**src/rtl/dtg_pkg.sv**
```systemverilog
package dtg_pkg;

  localparam int TUPLE_BYTES = 8;
  localparam logic [1:0] PTYPE_FIXED_REF = 2'd3;

  typedef struct packed {
    logic [15:0] guard;
    logic [15:0] app_tag;
    logic [31:0] ref_tag;
  } tuple_t;

  // One byte step of a non-reflected CRC16, MSB first.
  function automatic logic [15:0] crc16_byte(input logic [15:0] crc,
                                             input logic [7:0]  data,
                                             input logic [15:0] poly);
    logic [15:0] c;
    c = crc ^ {data, 8'h00};
    for (int i = 0; i < 8; i++) begin
      if (c[15]) c = (c << 1) ^ poly;
      else       c = c << 1;
    end
    return c;
  endfunction

endpackage

```
**src/rtl/dtg_crc_unit.sv**
```systemverilog
module dtg_crc_unit #(
  parameter logic [15:0] CRC_POLY = 16'h8BB7
) (
  input  logic        clk,
  input  logic        rst,
  input  logic        clear_i,
  input  logic        step_i,
  input  logic        close_i,
  input  logic [7:0]  data_i,
  output logic [15:0] crc_next_o
);
  import dtg_pkg::*;

  logic [15:0] crc_q;

  assign crc_next_o = crc16_byte(crc_q, data_i, CRC_POLY);

  always_ff @(posedge clk) begin
    if (rst) begin
      crc_q <= '0;
    end else if (clear_i || (step_i && close_i)) begin
      crc_q <= '0;
    end else if (step_i) begin
      crc_q <= crc_next_o;
    end
  end

endmodule

```
**src/rtl/dtg_block_seq.sv**
```systemverilog
module dtg_block_seq #(
  parameter int BLK_BYTES  = 512,
  parameter int META_BYTES = 16
) (
  input  logic clk,
  input  logic rst,
  input  logic start_i,
  input  logic head_i,
  input  logic step_i,
  output logic last_o,
  output logic cnt_zero_o
);
  import dtg_pkg::*;

  localparam int PREFIX_TAIL = META_BYTES - TUPLE_BYTES;
  localparam int SPAN_MAX    = BLK_BYTES + PREFIX_TAIL;
  localparam int CW          = $clog2(SPAN_MAX + 1);

  logic [CW-1:0] cnt_q;
  logic [CW-1:0] last_idx;
  logic          head_q;

  always_ff @(posedge clk) begin
    if (rst)          head_q <= 1'b1;
    else if (start_i) head_q <= head_i;
  end

  generate
    if (PREFIX_TAIL == 0) begin : g_no_prefix
      assign last_idx = CW'(BLK_BYTES - 1);
    end else begin : g_prefix
      assign last_idx = head_q ? CW'(BLK_BYTES - 1) : CW'(SPAN_MAX - 1);
    end
  endgenerate

  assign last_o     = (cnt_q == last_idx);
  assign cnt_zero_o = (cnt_q == '0);

  always_ff @(posedge clk) begin
    if (rst || start_i) begin
      cnt_q <= '0;
    end else if (step_i) begin
      cnt_q <= last_o ? '0 : cnt_q + 1'b1;
    end
  end

endmodule

```
**src/rtl/dtg_tag_unit.sv**
```systemverilog
module dtg_tag_unit (
  input  logic        clk,
  input  logic        rst,
  input  logic        load_i,
  input  logic [31:0] ref_i,
  input  logic [15:0] app_i,
  input  logic [1:0]  ptype_i,
  input  logic        advance_i,
  output logic [31:0] ref_o,
  output logic [15:0] app_o,
  output logic        fixed_o
);
  import dtg_pkg::*;

  always_ff @(posedge clk) begin
    if (rst) begin
      ref_o   <= '0;
      app_o   <= '0;
      fixed_o <= 1'b0;
    end else if (load_i) begin
      ref_o   <= ref_i;
      app_o   <= app_i;
      fixed_o <= (ptype_i == PTYPE_FIXED_REF);
    end else if (advance_i && !fixed_o) begin
      ref_o   <= ref_o + 32'd1;
    end
  end

endmodule

```
**src/rtl/dtg_tuple_gen.sv**
```systemverilog
module dtg_tuple_gen #(
  parameter int          BLK_BYTES  = 512,
  parameter int          META_BYTES = 16,
  parameter logic [15:0] CRC_POLY   = 16'h8BB7
) (
  input  logic        clk,
  input  logic        rst,
  input  logic        start_i,
  input  logic [31:0] cfg_reftag_i,
  input  logic [15:0] cfg_apptag_i,
  input  logic [1:0]  cfg_ptype_i,
  input  logic        cfg_head_i,
  input  logic        in_valid_i,
  input  logic [7:0]  in_data_i,
  output logic        in_ready_o,
  output logic        tup_valid_o,
  output logic [63:0] tup_data_o,
  input  logic        tup_ready_i
);
  import dtg_pkg::*;

  logic        armed_q;
  logic        stall;
  logic        accept;
  logic        last_byte;
  logic        blk_done;
  logic        cnt_zero;
  logic [15:0] crc_next;
  logic [31:0] ref_q;
  logic [15:0] app_q;
  logic        fixed_ref;
  tuple_t      tup_q;

  always_ff @(posedge clk) begin
    if (rst)          armed_q <= 1'b0;
    else if (start_i) armed_q <= 1'b1;
  end

  assign stall      = tup_valid_o && !tup_ready_i;
  assign in_ready_o = armed_q && !stall && !start_i;
  assign accept     = in_valid_i && in_ready_o;
  assign blk_done   = accept && last_byte;

  dtg_block_seq #(.BLK_BYTES(BLK_BYTES), .META_BYTES(META_BYTES)) seq_i (
    .clk        (clk),
    .rst        (rst),
    .start_i    (start_i),
    .head_i     (cfg_head_i),
    .step_i     (accept),
    .last_o     (last_byte),
    .cnt_zero_o (cnt_zero)
  );

  dtg_crc_unit #(.CRC_POLY(CRC_POLY)) crc_i (
    .clk        (clk),
    .rst        (rst),
    .clear_i    (start_i),
    .step_i     (accept),
    .close_i    (last_byte),
    .data_i     (in_data_i),
    .crc_next_o (crc_next)
  );

  dtg_tag_unit tag_i (
    .clk       (clk),
    .rst       (rst),
    .load_i    (start_i),
    .ref_i     (cfg_reftag_i),
    .app_i     (cfg_apptag_i),
    .ptype_i   (cfg_ptype_i),
    .advance_i (blk_done),
    .ref_o     (ref_q),
    .app_o     (app_q),
    .fixed_o   (fixed_ref)
  );

  always_ff @(posedge clk) begin
    if (rst) begin
      tup_valid_o <= 1'b0;
      tup_q       <= '0;
    end else if (blk_done) begin
      tup_valid_o   <= 1'b1;
      tup_q.guard   <= crc_next;
      tup_q.app_tag <= app_q;
      tup_q.ref_tag <= ref_q;
    end else if (tup_ready_i) begin
      tup_valid_o <= 1'b0;
    end
  end

  assign tup_data_o = tup_q;

endmodule

```
**config.mk**
```make
export PLATFORM = sky130hd
export DESIGN_NAME = dtg_tuple_gen
export DESIGN_NICKNAME = d
export VERILOG_FILES = /design/src/rtl/dtg_pkg.sv /design/src/rtl/dtg_crc_unit.sv /design/src/rtl/dtg_block_seq.sv /design/src/rtl/dtg_tag_unit.sv /design/src/rtl/dtg_tuple_gen.sv
export SDC_FILE = /design/constraint.sdc
export NUM_CORES = 1
export LEC_CHECK = 0
export BUFFER_PORTS_ARGS = -buffer_cell sky130_fd_sc_hd__buf_2
export CORE_MARGIN = 2
export CORE_UTILIZATION = 55
export DETAILED_ROUTE_END_ITERATION = 8
export GPL_ROUTABILITY_DRIVEN = 0
export HOLD_SLACK_MARGIN = 0.15
export PLACE_DENSITY = 0.84
export SYNTH_ARGS = -nofsm -noshare
export SYNTH_HDL_FRONTEND = slang
export SYNTH_SLANG_ARGS = --single-unit
```
**constraint.sdc**
```tcl
create_clock -name clk -period 2.6 [get_ports clk]
set_input_delay 0.78 -clock clk [delete_from_list [all_inputs] [get_ports clk]]
set_output_delay 0.78 -clock clk [all_outputs]
set_load 0.1 [all_outputs]
```
==> results.md, run 1 <==
* Status: completed
* Worst R2R Start: seq_i.cnt_q[6]$_SDFFE_PP0N_
* Peak VDD IR at around 0.00048 V
* R2r setup slk at 0.31 ns
* DIE HEIGHT at 110.4 um
* Slew headroom at 61.05%
* Layout Nets at 925
* Overall global routing resource usage at 25.10%
* Post-Route WL at 14570 um
* Longest Clk Path Bufs at 2
* Syn Area/Cell at 8.522 um^2
* Largest net degree at the start of global routing at 58
* Met3 WL at between 900 and 1000 um
* Hold buffers post-CTS at 0
* Synth Instances at 730
* Crit path max fanout at 3
* Filler cells at 880
* Via count at 5427
* WP data arrival at 1.60 ns
* Initial drt markers at between 300 and 400
* Initial antenna violation count at 0
* Critical Path Source: start_i
* Post-CTS Setup Bufs at 0
* Root Buffer: clkbuf_16
* CTS H-tree lvls at 4
* Synth area leaders: dfxtp_1 (46%), nand2_1 (8.4%), a21oi_1 (6.5%)
* Setup crit end kind: primary output
* IO Port Bufs at 129
* Post-synth EDFFs at 0
* Core box area at approximately 11000 um^2
* Worst hold slack at around 0.45 ns
* Fin crit period at around 2.4 ns
* Met1 wire length at 6365 um
* FF-to-FF path depth at 7
* Worst EP required at between 1.5 and 2 ns
* Die width at 110.4 um
* Synth area leader: dfxtp_1
* Boundary pin count at 130
* Period utilization at 91.59%
* DRT Pass-1 Iters at 5
* Most frequent cells in the layout: dfxtp_1 (142), nand2_1 (140), buf_2 (127)
* Global route overflow at 0
* Antenna diodes at 0
* Synth Flop Type: dfxtp_1
* Row count at 38
* Type of origin of the critical path: input pin
* Dpl hpwl at about 9800 um
* Clk Latency, worst-skew pair at 0.42 ns
* Seq/Total Area, Yosys at 45.70%
* Clk sinks at 142
* HP Class: reg -> reg
* Dpl cell area at 7111 um^2
* Drt wl/cell at approximately 14 um
* Initial Util at between 50% and 60%
* RSZ-0062 raised after global routing: no
* Layout cell share with drive strength beyond 1 at 21.93%
* Met2 WL at about 7000 um
* Finished Cell Area at 7614 um^2
* Vias in the first global route at slightly above 5k
* Number of synthesis warnings at 0
* Yosys top cell area share at roughly 46%
* PD cells at 647.8 nW/um^2
* Post-synthesis sequential element count at 142
* FF-to-FF End: tag_i.ref_o[22]$_SDFFE_PP0P_
* Drt drc at 0
* Endpoints failing hold at 0
* Fmax at 419.9 MHz
* Net Count, Synth at about 800
* CP Class: in -> out
* Top Layer Used: met4
* Distinct cell type count after synthesis at 46
* Reg clk slew, reported paths at roughly 0.050 ns
* Die area at 12180 um^2
* # setup viols final at 0
* Slew @ Worst Pin at ~0.6 ns
* Async set-or-reset flop fraction in the synthesized netlist at 0%
* Global-route wire length before repair at 23760 um
* Max Clock Skew at 0.009504 ns
* MaxCap Viol Count at 0
* CTS buffer count at 17
* Area of the mapped netlist at 6221 um^2
* Critical Path Sink: in_ready_o
* Pins Over Slew Limit at 0
* Final ANT Viol Nets at 0
* Leakage power at 3.204 nW
* CTS tree: done
* Vias per std cell at 5.368
* Commonest non-fill, non-tap cell in the layout: dfxtp_1
* CTS resizes at 0
* HP Start: tup_data_o[17]$_SDFFE_PP0P_
* Area Growth Syn to Fin at 22.39%
==> report_power, final <==
part | switching (mW) | leakage (nW) | total, mW | internal (mW)
registers | 0.0564 | 1.16 | 2.29 | 2.23
logic | 0.283 | 1.80 | 0.541 | 0.258
clock network | 0.871 | 0.248 | 2.10 | 1.23
total | 1.21 | 3.20 | 4.93 | 3.72
==> worst max-delay path, stage by stage <==
cell and delay, ns:
buf_2 0.12, nor2b_1 0.16, buf_4 0.14, and2_1 0.20, buf_12 0.20
==> metrics by stage <==
step | setup WS, ns | TNS [ns] | total power, mW | std cells | utilization [%]
after floorplan | 0.09373 | 0 | 2.716 | 730 | -
after global placement | 0.09108 | 0 | 2.861 | 980 | 65.02
after detailed placement | -0.01242 | -0.02068 | 2.871 | 980 | 65.02
after CTS | 0.2073 | 0 | 4.958 | 1011 | 69.62
after global routing | 0.1020 | 0 | 5.108 | 1011 | 69.62
final | 0.2187 | 0 | 4.932 | 1011 | 69.62
==> kinds of logic (layout without fill, tap and decap cells) <==
logic type	Yosys count	after routing	synth area share, %
DFF	142	142	45.70
buffers and inverters	63	204	3.962
and+or+nand+nor	294	294	21.26
AOI/OAI and AO/OA	132	132	12.81
adders and majority gates	2	2	0.4022
xor gates and xnor gates	76	76	12.45
muxes	21	21	3.419
==> worst min-delay path by stage <==
stage | end | cells past startpoint
final | tup_data_o[17]$_SDFFE_PP0P_ | 2
after floorplan | armed_q$_SDFFE_PP0P_ | 2
after detailed placement | tup_data_o[21]$_SDFFE_PP0P_ | 2
after global routing | tup_data_o[37]$_SDFFE_PP0P_ | 2
after global placement | armed_q$_SDFFE_PP0P_ | 2
after CTS | tup_data_o[21]$_SDFFE_PP0P_ | 2
==> registers in the layout, indices dropped and copies added, names as in the netlist <==
signal / flops
seq_i.head_q: 1
tup_data_o: 64
crc_i.crc_q: 16
seq_i.cnt_q: 10
tag_i.app_o: 16
tup_valid_o: 1
tag_i.fixed_o: 1
tag_i.ref_o: 32
armed_q: 1
==> Yosys cell counts (2+ instances only) <==
cell and count:
mux2i_1 19, nand3_1 14, nand4_1 17, nor2b_1 7, a21o_1 3, buf_2 8, and2_1 6, a311oi_1 2
o21a_1 16, ha_1 2, o22ai_1 2, clkbuf_1 36, nor3_1 16, xor2_4 2, nor2_1 66, dfxtp_1 142
and4_1 3, xnor2_2 2, xnor3_1 3, mux2_1 2, nand2b_1 2, nand2_1 140, xnor2_1 34, or3_1 3
inv_1 17, o21ai_1 2, a211oi_1 19, nand3b_1 2, o31ai_2 2, a21oi_1 81, and3_1 12, xor2_1 34
==> layer usage <==
metal	track usage [%]	vias to the layer above
li1	-	2711
met3	7.878	23
met2	41.02	168
met4	9.643	0
met1	30.99	2525
met5	0	-
==> layout make-up <==
type | count | area [um^2] | area share, %
multi-input cells | 525 | 3142 | 41.27
flip-flops and latches | 142 | 2843 | 37.34
repair buffers | 155 | 883.3 | 11.60
clock buffers | 24 | 461.7 | 6.064
well taps | 140 | 175.2 | 2.301
inverters | 18 | 67.56 | 0.8874
clock inverters | 7 | 41.29 | 0.5423
Power figures use the tool's default switching activity.
==> inputs of run 2 (changes only) <==
Settings changed: ABC_AREA set to 1, PLACE_DENSITY 0.84 to 0.83.
==> results.md, run 2 <==
* Initial drt markers at 411 (+22%)
* Die area at 13270 um^2 (+9.0%)
* Clock power share at 46.3% (+3.7 points)
* Combinational power share at 11.5% (+0.5 points)
* HP Class: reg -> reg
* Largest net degree at the start of global routing at 79 (+36%)
* Area Growth Syn to Fin at 22.96%
* Top-count cell post-synth: nor2_1
* P_sw at 1.406 mW (+16%)
* Global route overflow at 0 (unchanged)
* Slew headroom at 64.62% (+3.6 points)
* Post-Route WL at 17640 um (+21%)
* Commonest non-fill, non-tap cell in the layout: nor2_1
* Synth area leader: dfxtp_1
* Max Clock Skew at 0.005553 ns (-0.003951 ns)
* Fin crit period at 2.271 ns (-0.1108 ns)
* Overall global routing resource usage at 27.66% (+2.6 points)
* Sequential Power Share at 42.2% (-4.2 points)
* RSZ-0062 raised after global routing: no
* Setup crit end kind: primary output
* Dpl hpwl at 12110 um (+24%)
* R2r setup slk at 0.44 ns (+0.13 ns)
* WP data arrival at 1.49 ns (-0.11 ns)
* MaxCap Viol Count at 0 (unchanged)
* Clk Latency, worst-skew pair at 0.43 ns (about the same)
* Type of origin of the critical path: input pin
* Leakage power at 3.934 nW (+23%)
* Core box area at 12060 um^2 (+10%)
* Distinct cell type count after synthesis at 40 (-13%)
* Peak VDD IR at 0.0004053 V (-16%)
* Endpoints failing hold at 0 (unchanged)
* Status: completed
* Final ANT Viol Nets at 0 (unchanged)
* Pins Over Slew Limit at 0 (unchanged)
* Post-synthesis sequential element count at 142 (unchanged)
* Fmax at 440.4 MHz (+4.9%)
* Initial Util at 56.38% (-0.51 points)
* Fin Setup TNS at 0 ns (unchanged)
* Via count at 6583 (+21%)
* Worst EP required at 1.82 ns (about the same)
* Vias in the first global route at 6254 (+22%)
* CTS H-tree lvls at 4 (unchanged)
* Dpl cell area at 7745 um^2 (+8.9%)
* Row count at 40 (+5.3%)
* # setup viols final at 0 (unchanged)
* Vias per std cell at 5.245 (-2.3%)
* DIE HEIGHT at 115.2 um (+4.4%)
* Synth area leaders: dfxtp_1 (42%), nor2_1 (10%), o21ai_0 (7.5%)
* CTS resizes at 0 (unchanged)
* Layout cell share with drive strength beyond 1 at 20.15% (-1.8 points)
* Post-synth EDFFs at 0 (unchanged)
* Seq/Total Area, Yosys at 41.80% (-3.9 points)
* Filler cells at 1003 (+14%)
* Root Buffer: clkbuf_16
* Max FFs per register at 64 (unchanged)
* Reg clk slew, reported paths at 0.06 ns (about the same)
* IO Port Bufs at 129 (unchanged)
* Net Count, Synth at 1012 (+27%)
* CTS buffer count at 17 (unchanged)
* Boundary pin count at 130 (unchanged)
* Yosys top cell area share at 41.80% (-3.9 points)
* Die width at 115.2 um (+4.4%)
* Number of synthesis warnings at 0 (unchanged)
* Async set-or-reset flop fraction in the synthesized netlist at 0% (unchanged)
* Area of the mapped netlist at 6800 um^2 (+9.3%)
* Final Power at 5.442 mW (+10%)
* Synth Flop Type: dfxtp_1
* Longest Clk Path Bufs at 2 (unchanged)
* Slew @ Worst Pin at 0.5267 ns (-0.05763 ns)
* PD cells at 650.8 nW/um^2 (+0.46%)
* Initial antenna violation count at 1 (+1)
* Global-route wire length before repair at 29260 um (+23%)
* CTS tree: done
* Finished Cell Area at 8362 um^2 (+9.8%)
* CP Class: in -> out
* Layout Nets at 1140 (+23%)
* Period utilization at 87.33% (-4.3 points)
* Antenna diodes at 0 (unchanged)
* Hold buffers post-CTS at 0 (unchanged)
* Post-CTS Setup Bufs at 0 (unchanged)
* Top cells by count, synth: nor2_1 (183), dfxtp_1 (142), nand2_1 (129), o21ai_0 (102), inv_1 (76)
* Crit path max fanout at 2 (-1)
* Most frequent cells in the layout: nor2_1 (182), dfxtp_1 (141), nand2_1 (129)
* P_int at 4.036 mW (+8.4%)
* Sw Share at 25.83% (+1.3 points)
* DRT Pass-1 Iters at 5 (unchanged)
* Clk sinks at 142 (unchanged)
* Drt wl/cell at 14.05 um (-2.5%)
* Drt drc at 0 (unchanged)
* Syn Area/Cell at 7.188 um^2 (-16%)
* Synth Instances at 946 (+30%)
[run 2: changes by cell type in the layout (fill, tap and decap cells not counted), moves of 15 or more]
cell	previous run	this run
a21oi_1	81	48
inv_1	17	74
xnor2_1	34	11
o211ai_1	0	19
nor2_1	66	182
o21ai_0	0	100
nand3_1	13	56
mux2i_1	19	4
[run 2: metrics by stage]
stage	utilization, %	hold slack, ns	std cells	setup slack [ns]
floorplan	-	0.4495	946	-0.3411
global placement	64.21	0.4308	1223	0.1405
detailed placement	64.21	0.4423	1223	0.06732
CTS	69.33	0.4502	1255	0.3192
global route	69.33	0.4622	1255	0.2045
finish	69.33	0.4464	1255	0.3294
[run 2: layer usage]
metal	global-route usage (%)	wire, um	up-vias
met2	45.65	8287	229
met5	0	13	-
met1	34.29	7749	2962
met3	6.168	1152	38
li1	-	-	3352
met4	13.41	434	2
[run 2: cells by family (layout without fill, tap and decap cells)]
| family | count (synthesis) | count (layout) | share of synthesized area, % |
|---|---|---|---|
| flops | 142 | 142 | 41.80 |
| simple gates | 425 | 425 | 26.68 |
| buf+inv | 126 | 267 | 7.268 |
| mux | 4 | 4 | 0.5888 |
| xor+xnor | 50 | 50 | 7.249 |
| compound gates | 197 | 197 | 16.04 |
| fa+ha+maj | 2 | 2 | 0.3679 |
[run 2: power by group through the flow]
| stage | Sequential (mW) | Clock [mW] | Combinational (mW) |
|---|---|---|---|
| 2_1_floorplan | 2.32 | 0 | 0.436 |
| 3_3_place_gp | 2.34 | 0 | 0.603 |
| 3_5_place_dp | 2.34 | 0 | 0.613 |
| 4_1_cts | 2.30 | 2.54 | 0.619 |
| 5_1_grt | 2.31 | 2.64 | 0.688 |
| 6_report | 2.30 | 2.52 | 0.623 |
[run 2: worst max-delay path, stage by stage]
cell and delay, ns:
buf_2 0.10, nor2_4 0.04, nor3_4 0.24, buf_4 0.16, buf_12 0.16
[run 2: area by class of cell]
cell class | instances | area [um^2] | area share [%]
Tap cell | 168 | 210.2 | 2.514
Sequential cell | 142 | 2844 | 34.01
Clock inverter | 13 | 163.9 | 1.960
Multi-Input combinational cell | 678 | 3502 | 41.88
Clock buffer | 19 | 452.9 | 5.417
Timing Repair Buffer | 157 | 895.9 | 10.71
Inverter | 78 | 292.8 | 3.501
[run 2: path summary, 6_finish.rpt]
kind | from | end | depth (start not counted)
max | tup_ready_i | in_ready_o | 5
min | tup_data_o[62]$_SDFFE_PP0P_ | tup_data_o[62]$_SDFFE_PP0P_ | 2
max reg2reg | tag_i.ref_o[2]$_SDFFE_PP0P_ | tag_i.ref_o[29]$_SDFFE_PP0P_ | 12
min reg2reg | tup_data_o[62]$_SDFFE_PP0P_ | tup_data_o[62]$_SDFFE_PP0P_ | 2
==> inputs of run 3 (changes only) <==
Settings changed: CAP_MARGIN set to 5, CORE_UTILIZATION 55 to 45, PLACE_DENSITY 0.83 to 0.71.
==> results.md, run 3 (synthesis results as in run 2) <==
* Clk Latency, worst-skew pair at 0.42 ns (about the same)
* HP Start: tup_data_o[62]$_SDFFE_PP0P_
* Via count at 6512 (-1.1%)
* Final ANT Viol Nets at 0 (unchanged)
* FF-to-FF path depth at 15 (+3)
* Antenna diodes at 0 (unchanged)
* RSZ-0062 raised after global routing: no
* Core box area at 14640 um^2 (+21%)
* Hold buffers post-CTS at 0 (unchanged)
* DIE HEIGHT at 126.9 um (+10%)
* PD cells at 639.4 nW/um^2 (-1.8%)
* Vias per std cell at 5.132 (-2.2%)
* Drt drc at 0 (unchanged)
* P_sw at 1.358 mW (-3.4%)
* CTS tree: done
* CTS buffer count at 17 (unchanged)
* Endpoints failing hold at 0 (unchanged)
* Number of instances in the placed design at 1238 (+1.2%)
* Fmax at 445.8 MHz (+1.2%)
* IO Port Bufs at 129 (unchanged)
* CTS H-tree lvls at 4 (unchanged)
* Final Power at 5.340 mW (-1.9%)
* Worst R2R Start: crc_i.crc_q[15]$_SDFFE_PP0N_
* Crit path max fanout at 2 (unchanged)
* CTS resizes at 0 (unchanged)
* Pins Over Slew Limit at 0 (unchanged)
* Clk sinks at 142 (unchanged)
* Largest net degree at the start of global routing at 68 (-14%)
* Post-CTS Setup Bufs at 0 (unchanged)
* FF-to-FF End: tup_data_o[63]$_SDFFE_PP0P_
* Layout Cells excl Fill at 1269 (+1.1%)
* P_int at 3.981 mW (-1.4%)
* Max FFs per register at 64 (unchanged)
* Hold Path Stages at 2 (unchanged)
* DRT Pass-1 Iters at 5 (unchanged)
* Die area at 16110 um^2 (+21%)
* Worst EP required at 1.82 ns (about the same)
* Sw Share at 25.44% (-0.39 points)
* MaxCap Viol Count at 0 (unchanged)
* Global route overflow at 0 (unchanged)
* Combinational power share at 11.5% (about the same)
* Initial Util at 46.44% (-9.9 points)
* Setup crit end kind: primary output
* Slew @ Worst Pin at 0.5146 ns (-0.01207 ns)
* Peak VDD IR at 0.0004702 V (+16%)
* Slew headroom at 65.43% (+0.81 points)
* Die width at 126.9 um (+10%)
* Sequential Power Share at 43.0% (+0.8 points)
* WP data arrival at 1.46 ns (-0.03 ns)
* Root Buffer: clkbuf_16
* Status: completed
* Most frequent cells in the layout: nor2_1 (182), dfxtp_1 (141), nand2_1 (129)
* Layout cell share with drive strength beyond 1 at 19.91% (-0.24 points)
* Max Clock Skew at 0.008836 ns (+0.003283 ns)
* Fin crit period at 2.243 ns (-0.02748 ns)
* Dpl hpwl at 12430 um (+2.7%)
* Initial drt markers at 352 (-14%)
* Clock power share at 45.5% (-0.8 points)
* # setup viols final at 0 (unchanged)
* CP Class: in -> out
* Reg clk slew, reported paths at 0.05 ns (about the same)
* Initial antenna violation count at 0 (-1)
* Leakage power at 3.926 nW (-0.22%)
* Hold Path End: tup_data_o[62]$_SDFFE_PP0P_
* Period utilization at 86.27% (-1.1 points)
* Drt wl/cell at 13.89 um (-1.2%)
* Commonest non-fill, non-tap cell in the layout: nor2_1
* Longest Clk Path Bufs at 2 (unchanged)
* Vias in the first global route at 6110 (-2.3%)
* Row count at 44 (+10%)
* Global-route wire length before repair at 29120 um (-0.49%)
* HP Class: reg -> reg
* Layout Nets at 1139 (-0.088%)
* Post-Route WL at 17630 um (about the same)
* Area Growth Syn to Fin at 22.82%
* Overall global routing resource usage at 22.38% (-5.3 points)
* R2r setup slk at 0.46 ns (+0.02 ns)
* Boundary pin count at 130 (unchanged)
* Type of origin of the critical path: input pin
run 3: power by group through the flow:
stage	Clock (mW)	Combinational, mW	Sequential (mW)
6_report	2.43	0.615	2.30
5_1_grt	2.57	0.689	2.30
4_1_cts	2.47	0.616	2.29
3_5_place_dp	0	0.610	2.34
3_3_place_gp	0	0.605	2.34
2_1_floorplan	0	0.436	2.32
run 3: through the flow:
| stage | worst slack, ns | utilization, % | area [um^2] | hold slack (ns) | setup TNS (ns) |
|---|---|---|---|---|---|
| 2_1_floorplan | -0.3411 | - | 6910 | 0.4495 | -21.81 |
| 3_3_place_gp | 0.09447 | 52.97 | 7757 | 0.4318 | 0 |
| 3_5_place_dp | 0.01628 | 52.97 | 7757 | 0.4378 | 0 |
| 4_1_cts | 0.3535 | 57.03 | 8352 | 0.4512 | 0 |
| 5_1_grt | 0.2323 | 57.03 | 8352 | 0.4702 | 0 |
| 6_report | 0.3569 | 57.03 | 8352 | 0.4467 | 0 |
run 3: worst max path at each step:
stage               slack, ns  depth (start not counted)          from                           end
floorplan               -0.34                         11   tup_ready_i  tag_i.ref_o[27]$_SDFFE_PP0P_
global placement         0.09                         16  in_data_i[6]   tup_data_o[63]$_SDFFE_PP0P_
detailed placement       0.02                         16  in_data_i[7]   tup_data_o[63]$_SDFFE_PP0P_
CTS                      0.35                          5   tup_ready_i                    in_ready_o
global route             0.23                         16  in_data_i[7]   tup_data_o[63]$_SDFFE_PP0P_
finish                   0.36                          5   tup_ready_i                    in_ready_o
run 3: layout make-up:
| type | count | area, um^2 |
|---|---|---|
| clock buffer | 22 | 484.2 |
| clock inverter | 9 | 110.1 |
| fill | 1446 | 6292 |
| inverter | 78 | 292.8 |
| multi-input combinational | 678 | 3502 |
| sequential | 142 | 2844 |
| tap | 184 | 230.2 |
| timing repair buffer | 156 | 888.4 |
run 3: routing by layer:
layer	global-route usage, %	share of wire (%)	vias up
li1	-	-	3350
met1	29.04	46	2961
met2	36.37	46	181
met3	6.748	6.4	20
met4	6.141	1.4	0
met5	0	0	-
run 3: worst max-delay path: stages:
cell	delay [ns]
buf_2	0.10
nor2_4	0.04
nor3_4	0.22
buf_4	0.16
buf_12	0.16
